<file path="config.mk">
export PLATFORM = sky130hd
export DESIGN_NAME = i2c_status_flags
export DESIGN_NICKNAME = d
export VERILOG_FILES = /design/src/rtl/i2c_flags_pkg.sv /design/src/rtl/i2c_flag_ctrl.sv /design/src/rtl/i2c_flag_regs.sv /design/src/rtl/i2c_status_flags.sv
export SDC_FILE = /design/constraint.sdc
export NUM_CORES = 1
export LEC_CHECK = 0
export ABC_AREA = 1
export ABC_CLOCK_PERIOD_IN_PS = 2480
export CELL_PAD_IN_SITES_DETAIL_PLACEMENT = 2
export CELL_PAD_IN_SITES_GLOBAL_PLACEMENT = 2
export CORE_MARGIN = 5
export CORE_UTILIZATION = 32
export DETAILED_ROUTE_END_ITERATION = 10
export DONT_BUFFER_PORTS = 1
export GPL_TIMING_DRIVEN = 0
export PLACE_DENSITY_LB_ADDON = 0.1
export SLEW_MARGIN = 25
export SYNTH_ARGS = -nofsm -noshare
export SYNTH_HDL_FRONTEND = slang
export SYNTH_SLANG_ARGS = --single-unit
export TNS_END_PERCENT = 10
</file>
<file path="constraint.sdc">
create_clock -name clk -period 2.48 [get_ports clk]
set_clock_uncertainty 0.2 [all_clocks]
set_input_delay 0.744 -clock clk [delete_from_list [all_inputs] [get_ports clk]]
set_output_delay 0.744 -clock clk [all_outputs]
set_load 0.01 [all_outputs]
</file>
<file path="src/rtl/i2c_flags_pkg.sv">
package i2c_flags_pkg;

  // Release countdown applied after a data/transmit buffer write
  localparam int unsigned DefaultDelay = 12;

  // Decoded actions handed from the control decoder to the flag registers
  typedef struct packed {
    logic pendClr;    // hardware drops the pending flag
    logic pendSet;    // software sets the pending flag now
    logic delayLoad;  // start or restart the release countdown
    logic stopIrq;    // slave STOP interrupt
    logic busSet;
    logic busClr;
    logic dirClr;
    logic dirLoad;    // load direction from received R/W
    logic dirVal;
    logic dirSwLoad;  // software direction write
    logic dirSwVal;
  } flagStrobes_t;

endpackage

</file>
<file path="src/rtl/i2c_flag_ctrl.sv">
module i2c_flag_ctrl
  import i2c_flags_pkg::*;
(
  input  logic         enable,
  input  logic         masterMode,
  input  logic         addrAny,
  input  logic         byteDone,
  input  logic         arbLost,
  input  logic         addrByte,
  input  logic         addrMatch,
  input  logic         genCall,
  input  logic         rwBit,
  input  logic         startSeen,
  input  logic         stopSeen,
  input  logic         noAck,
  input  logic         startReq,
  input  logic         swPendWrite,
  input  logic         swPendData,
  input  logic         swDataWrite,
  input  logic         swDirWrite,
  input  logic         swDirData,
  input  logic         busBusy,
  output flagStrobes_t stb,
  output logic         startBlocked
);

  logic isSlave;
  logic addrQualified;
  logic slaveAddrEvt;
  logic refused;

  assign isSlave       = ~masterMode;
  assign addrQualified = addrMatch | genCall;
  // Address byte that should raise the pending flag in slave mode
  assign slaveAddrEvt  = isSlave & addrByte & (addrAny | addrQualified);
  assign refused       = enable & startReq & busBusy;
  assign startBlocked  = refused;

  always_comb begin
    stb = '0;
    if (enable) begin
      stb.pendClr   = byteDone | arbLost | slaveAddrEvt;
      stb.pendSet   = swPendWrite & swPendData;
      stb.delayLoad = swDataWrite;
      stb.stopIrq   = isSlave & stopSeen;
      stb.busSet    = startSeen;
      stb.busClr    = stopSeen;
      stb.dirClr    = arbLost | stopSeen | refused
                    | (isSlave & (startSeen | noAck));
      stb.dirLoad   = isSlave & ~addrAny & addrByte & addrQualified;
      stb.dirVal    = rwBit;
      stb.dirSwLoad = swDirWrite;
      stb.dirSwVal  = swDirData;
    end
  end

endmodule

</file>
<file path="src/rtl/i2c_flag_regs.sv">
module i2c_flag_regs
  import i2c_flags_pkg::*;
#(
  parameter int unsigned DELAY = DefaultDelay
) (
  input  logic         clk,
  input  logic         rstN,
  input  logic         enable,
  input  flagStrobes_t stb,
  output logic         pendN,
  output logic         busBusy,
  output logic         txDir,
  output logic         irq
);

  localparam int unsigned CntW = $clog2(DELAY + 1);
  localparam logic [CntW-1:0] CntLoad = CntW'(DELAY);
  localparam logic [CntW-1:0] CntOne  = CntW'(1);

  logic [CntW-1:0] cnt, cntNext;
  logic            cntFire;
  logic            pendNext, busyNext, dirNext, irqNext;

  assign cntFire = (cnt == CntOne);

  // Countdown: hardware clear or disable cancels, a write (re)loads
  always_comb begin
    if (!enable || stb.pendClr)  cntNext = '0;
    else if (stb.delayLoad)      cntNext = CntLoad;
    else if (cnt != '0)          cntNext = cnt - CntOne;
    else                         cntNext = cnt;
  end

  // Pending flag: disable > hardware clear > software/delayed set
  always_comb begin
    pendNext = pendN;
    if (!enable)                          pendNext = 1'b1;
    else if (stb.pendClr)                 pendNext = 1'b0;
    else if (stb.pendSet || cntFire)      pendNext = 1'b1;
  end

  always_comb begin
    busyNext = busBusy;
    if (!enable || stb.busClr) busyNext = 1'b0;
    else if (stb.busSet)       busyNext = 1'b1;
  end

  always_comb begin
    dirNext = txDir;
    if (stb.dirClr)         dirNext = 1'b0;
    else if (stb.dirLoad)   dirNext = stb.dirVal;
    else if (stb.dirSwLoad) dirNext = stb.dirSwVal;
  end

  assign irqNext = (pendN & ~pendNext) | stb.stopIrq;

  always_ff @(posedge clk or negedge rstN) begin
    if (!rstN) begin
      cnt     <= '0;
      pendN   <= 1'b1;
      busBusy <= 1'b0;
      txDir   <= 1'b0;
      irq     <= 1'b0;
    end else begin
      cnt     <= cntNext;
      pendN   <= pendNext;
      busBusy <= busyNext;
      txDir   <= dirNext;
      irq     <= irqNext;
    end
  end

  AST_PEND_FALL_IRQ: assert property (@(posedge clk) disable iff (!rstN)
    $fell(pendN) |-> irq);

  AST_DELAY_RELEASE: assert property (@(posedge clk) disable iff (!rstN)
    (enable && cntFire && !stb.pendClr) |=> pendN);

  AST_DISABLED_IDLE: assert property (@(posedge clk) disable iff (!rstN)
    !enable |=> (pendN && !busBusy && !irq));

  AST_HW_CLEAR_WINS: assert property (@(posedge clk) disable iff (!rstN)
    stb.pendClr |=> !pendN);

endmodule

</file>
<file path="src/rtl/i2c_status_flags.sv">
module i2c_status_flags
  import i2c_flags_pkg::*;
#(
  parameter int unsigned DELAY = DefaultDelay
) (
  input  logic clk,
  input  logic rstN,
  input  logic enable,
  input  logic masterMode,
  input  logic addrAny,
  input  logic byteDone,
  input  logic arbLost,
  input  logic addrByte,
  input  logic addrMatch,
  input  logic genCall,
  input  logic rwBit,
  input  logic startSeen,
  input  logic stopSeen,
  input  logic noAck,
  input  logic startReq,
  input  logic swPendWrite,
  input  logic swPendData,
  input  logic swDataWrite,
  input  logic swDirWrite,
  input  logic swDirData,
  output logic pendN,
  output logic busBusy,
  output logic txDir,
  output logic irq,
  output logic sclHold,
  output logic startBlocked
);

  flagStrobes_t stb;

  i2c_flag_ctrl u_ctrl (
    .enable      (enable),
    .masterMode  (masterMode),
    .addrAny     (addrAny),
    .byteDone    (byteDone),
    .arbLost     (arbLost),
    .addrByte    (addrByte),
    .addrMatch   (addrMatch),
    .genCall     (genCall),
    .rwBit       (rwBit),
    .startSeen   (startSeen),
    .stopSeen    (stopSeen),
    .noAck       (noAck),
    .startReq    (startReq),
    .swPendWrite (swPendWrite),
    .swPendData  (swPendData),
    .swDataWrite (swDataWrite),
    .swDirWrite  (swDirWrite),
    .swDirData   (swDirData),
    .busBusy     (busBusy),
    .stb         (stb),
    .startBlocked(startBlocked)
  );

  i2c_flag_regs #(.DELAY(DELAY)) u_regs (
    .clk    (clk),
    .rstN   (rstN),
    .enable (enable),
    .stb    (stb),
    .pendN  (pendN),
    .busBusy(busBusy),
    .txDir  (txDir),
    .irq    (irq)
  );

  // Stop SCL while a byte boundary waits for service
  assign sclHold = ~pendN;

  AST_STOP_FREES_BUS: assert property (@(posedge clk) disable iff (!rstN)
    (enable && stopSeen) |=> !busBusy);

  AST_BLOCK_CLEARS_DIR: assert property (@(posedge clk) disable iff (!rstN)
    startBlocked |=> !txDir);

  AST_SLAVE_STOP_IRQ: assert property (@(posedge clk) disable iff (!rstN)
    (enable && !masterMode && stopSeen) |=> irq);

  AST_ADDR_LOADS_DIR: assert property (@(posedge clk) disable iff (!rstN)
    (enable && !masterMode && !addrAny && addrByte && addrMatch
     && !arbLost && !stopSeen && !startSeen && !noAck && !startBlocked)
    |=> (txDir == $past(rwBit)));

endmodule

</file>
==> flow_summary.yaml, run 1 <==
outcome:
  run_status: "completed"
sta:
  worstMarginPinSlew_ns: 0.3442
  setup_tns_ns: 0
  period_needed_ns: 2.041
  max_slew_margin_pct: 76.98
  rsz0062_at_grt: "no"
  timing.final.hold_violations: 0
  drv_slew: 0
  setup_viol: 0
  clock.fmax_mhz: 489.8
  final.period_utilization_pct: 82.32
synth:
  yosys_warnings: 0
  yosysSeqAreaShare_pct: 35.31
  avgSynthCellArea_sq_um: 7.315
  yosysUniqueCellTypes: 23
  netlist.area_leader.share_pct: 30.70
  synth_area_sq_um: 570.5
  yosys-top-cells-area: "dfrtp_1, nor2_1, inv_1"
  synth_seq_cells: 8
  synth_fp_nets: 101
  syn-instance-count: 78
  yosysTopAreaCell: "dfrtp_1"
worst_setup_path:
  rrSetupSlack_ns: 1.09
  end_kind: "output port"
  cp.arrival_ns: 1.10
  crit_end: "startBlocked"
  reg2reg_depth: 6
  crit_path_start: "enable"
  critPathMaxFanout: 10
  worstReg2RegStart: "u_regs.cnt[0]"
  cp-start-kind: "primary input"
  critPathKind: "primary input to output port"
  required_ns: 1.54
  rr_endpoint: "u_regs.cnt[1]"
cts:
  hold_buffers: 1
  clk_pin_slew_ns: 0.05
  htree_levels: 1
  root_buffer: "clkbuf_4"
  postCtsSetupBuffers: 0
  cts.sinks: 8
  cts-resized-gates: 0
  cts_made_buffers: 3
  clk_latency_ns: 0.26
  cts_tree: "done"
  cts_max_path_buffers: 2
place:
  place_congestion: 0.6804
  port_buffers: 0
  hpwlAfterDp_mm: 1.202
global_route:
  grt_max_degree: 11
  grt_pass1_vias: 617
  grt_overflow: 0
  grt_use_total_pct: 12.77
  antenna_found_initial: 0
  grt_first_pass_wirelength_mm: 2.573
die:
  initial_core_util_pct: 33.41
  fp.dieW_um: 52.23
  fp-row-count: 15
  ios: 26
  die_area_sq_um: 2727
  coreArea_sq_um: 1708
  die_h_um: 52.23
final_layout:
  n_antenna_cell: 0
  layout.cells.most_common: "nor2_1"
  final_cell_mix: "nor2_1, inv_1, nand2_1, nand3_1, dfrtp_1"
  drive_above_1_share_pct: 14.46
  nets: 107
  syn2layout_area_growth_pct: 11.84
detailed_routing:
  totalWireLength_mm: 1.427
  route.detailed.drc: 0
  routedWlPerCell_um: 13.21
  dr.first_iter.drc_count: 3
  viasPerCell: 4.870
  num_vias: 526
  drtPass1Iterations: 3
  ant_nets: 0
power:
  pwr_density_cell_nw_per_um2: 474.2
  peakVddDrop_v: 0.0002101
  p_leak_nw: 0.3215
  p_total_uw: 302.6
min_path:
  hold_class: "primary input to asynchronous set/reset pin"
run:
  max_cap_violations: 0
[stage by stage]
step	hold slack (ns)	cells	worst slack, ns	cell area, sq um	util (%)
floorplan	0.2484	78	0.4931	570.5	-
global placement	0.2487	103	0.4331	601.8	35.24
detailed placement	0.2486	103	0.4253	601.8	35.24
CTS	0.1236	108	0.4250	638.1	37.36
global route	0.1168	108	0.4042	638.1	37.36
finish	0.1326	108	0.4386	638.1	37.36
[worst min-delay path by stage]
stage / start / end / slack (ns) / cells after the start
finish: rstN / u_regs.pendN / 0.13 / 0
global route: rstN / u_regs.pendN / 0.12 / 0
CTS: rstN / u_regs.pendN / 0.12 / 0
detailed placement: rstN / u_regs.cnt[3] / 0.25 / 0
global placement: rstN / u_regs.cnt[3] / 0.25 / 0
floorplan: rstN / u_regs.busBusy / 0.25 / 0
[cells by family after synthesis]
kind of cell             Yosys count  share of synthesized area (%)
AO/OA/AOI/OAI                     10                          9.649
buffers and inverters             14                          10.96
AND/OR/NAND/NOR                   43                          37.50
flip-flops                         8                          35.31
adder cells (fa/ha/maj)            3                          6.580
[power breakdown]
group	total [mW]	leakage [nW]	internal (mW)	switching, mW
registers	0.145	0.105	0.138	0.00705
clock network	0.109	0.0150	0.0618	0.0476
logic	0.0484	0.202	0.0186	0.0298
[Yosys cell counts]
cell and count:
a21oi_1 3, a31oi_1 1, and2_1 1, buf_6 1
clkinv_1 1, dfrtp_1 7, dfstp_2 1, ha_1 3
inv_1 11, inv_4 1, nand2_1 10, nand2_4 1
nand3_1 7, nand3_2 2, nand4_1 2, nor2_1 14
nor2_2 1, nor2_4 1, nor3_1 3, o21ai_0 2
o21ai_1 3, o21ai_2 1, or2_0 1
[cell type report]
type                    instances  area (sq um)
well taps                      25         31.28
inverters                      13         51.30
clock buffers                   4         26.28
plain buffers                   1         11.26
multi-input cells              56         306.5
flip-flops and latches          8         201.4
fillers                       203          1070
repair buffers                  1         10.01
[routing by layer]
metal,GRT usage (%),wire [um],vias up
met5,0,0,-
met4,3.830,8,0
met3,4.558,113,2
met2,20.92,648,18
met1,15.61,657,247
li1,-,-,259
[worst max-delay path: stages]
cell	delay (ns)
buf_6	0.13
nand3_1	0.10
inv_1	0.12
[sequential cells by signal, summed over array words and instances (netlist names)]
signal,count
u_regs.busBusy,1
u_regs.cnt,4
u_regs.irq,1
u_regs.pendN,1
u_regs.txDir,1
Note: power is estimated with default switching activity, not from simulation.
==> run 2: changes to the inputs <==
ABC_CLOCK_PERIOD_IN_PS = 1800   (was 2480)
CORE_UTILIZATION = 27   (was 32)
clock period = 1.8 ns   (was 2.48 ns; I/O delays follow)
==> run 2 against run 1 <==
  * Routed wire length increased by 0.42%
  * Power increased by 39%
  * Register-to-register slack got worse by 0.71 ns
  * Die area increased by 15%
  * Critical path type is now flop to output port
==> flow_summary.yaml, run 2 (same netlist as run 1, synthesis figures left out) <==
worst_setup_path:
  crit_path_top_delay_cell: "dfstp_2"
  worstReg2RegStart: "u_regs.cnt[0]"
  critPathMaxStageDelay_ns: 0.58
  cp-start-kind: "flop"
  required_ns: 1.06
  end_kind: "output port"
  rrSetupSlack_ns: 0.38
  critPathMaxFanout: 4
  path_depth: 1
  critPathKind: "flop to output port"
  path_delay_family: "flip-flops"
  rr_endpoint: "u_regs.cnt[2]"
  reg2reg_depth: 6
  crit_path_start: "u_regs.pendN"
  crit_end: "sclHold"
  cp.buffers_inverters: 1
  cp.arrival_ns: 0.93
  crit_chain: "inv_1"
die:
  coreArea_sq_um: 1982
  initial_core_util_pct: 28.79
  fp.dieW_um: 55.97
  die_h_um: 55.97
  die_area_sq_um: 3133
  fp-row-count: 16
  ios: 26
global_route:
  grt_overflow: 0
  grt_use_total_pct: 10.41
  grt_max_degree: 11
  antenna_found_initial: 0
  grt_pass1_vias: 603
  grt_first_pass_wirelength_mm: 2.470
place:
  post-place-ws_ns: 0.1633
  hpwlAfterDp_mm: 1.204
  place_congestion: 0.6727
  port_buffers: 0
cts:
  clk_pin_slew_ns: 0.06
  cts_max_path_buffers: 2
  cts_tree: "done"
  cts.sinks: 8
  htree_levels: 1
  cts-resized-gates: 0
  clk_latency_ns: 0.26
  cts_made_buffers: 3
  root_buffer: "clkbuf_4"
outcome:
  run_status: "completed"
sta:
  setup_viol: 0
  max_slew_margin_pct: 75.12
  worstMarginPinSlew_ns: 0.3720
  clock.fmax_mhz: 599.8
  drv_slew: 0
  setup_tns_ns: 0
  setup_ws_ns: 0.1327
  period_needed_ns: 1.667
  rsz0062_at_grt: "no"
  timing.final.hold_violations: 0
  final.period_utilization_pct: 92.63
final_layout:
  drive_above_1_share_pct: 14.46
  finalCoreUtilization_pct: 32.32
  largest_register_ff_count: 4
  layout.cells.most_common: "nor2_1"
  n_antenna_cell: 0
  syn2layout_area_growth_pct: 12.28
  max_flop_register: "u_regs.cnt"
  nets: 107
  final_cell_mix: "nor2_1, inv_1, nand2_1, nand3_1, dfrtp_1"
run:
  max_cap_violations: 0
power:
  peakVddDrop_v: 0.0002818
  p_leak_nw: 0.3215
  pwr_density_cell_nw_per_um2: 655.6
  p_total_uw: 420.0
detailed_routing:
  totalWireLength_mm: 1.433
  dr.first_iter.drc_count: 1
  ant_nets: 0
  routedWlPerCell_um: 13.03
  viasPerCell: 4.845
  num_vias: 533
  drtPass1Iterations: 2
  route.detailed.drc: 0
min_path:
  hold_class: "primary input to flop"
## run 2: worst min-delay path by stage
stage | from | to | slack [ns] | cells after the start
2_1_floorplan | rstN | u_regs.busBusy | 0.04 | 0
3_3_place_gp | rstN | u_regs.cnt[3] | 0.04 | 0
3_5_place_dp | rstN | u_regs.cnt[3] | 0.04 | 0
4_1_cts | stopSeen | u_regs.busBusy | 0.13 | 1
5_1_grt | stopSeen | u_regs.busBusy | 0.13 | 1
6_report | stopSeen | u_regs.busBusy | 0.14 | 1
## run 2: metrics by stage
| stage | hold slack [ns] | cell area (sq um) | std cells |
|---|---|---|---|
| after floorplan | 0.04441 | 570.5 | 78 |
| after global placement | 0.04467 | 604.3 | 105 |
| after detailed placement | 0.04469 | 604.3 | 105 |
| after CTS | 0.1312 | 640.6 | 110 |
| after global routing | 0.1331 | 640.6 | 110 |
| final | 0.1416 | 640.6 | 110 |
## run 2: where the power goes
group	internal, mW	switching [mW]
logic	0.0256	0.0411
registers	0.190	0.0101
clock network	0.0853	0.0680
total	0.301	0.119
## run 2: layout make-up
type / instances / area (sq um)
inverter: 13 / 51.30
tap: 27 / 33.78
fill: 249 / 1341
multi-input combinational: 56 / 306.5
sequential: 8 / 201.4
timing repair buffer: 1 / 10.01
clock buffer: 4 / 26.28
buffer: 1 / 11.26
## run 2: per-layer routing
layer | GRT usage, % | routed length, um
met1 | 12.75 | 672
met2 | 14.52 | 621
met3 | 3.712 | 117
met4 | 8.136 | 22
met5 | 0 | 0
## run 2: what timing repair did
| action | in CTS | in global routing |
|---|---|---|
| setup buffers | 0 | 0 |
| hold buffers | 1 | 0 |
| hold endpoints to repair | 8 | 0 |
| endpoints found under the setup margin | 0 | 0 |
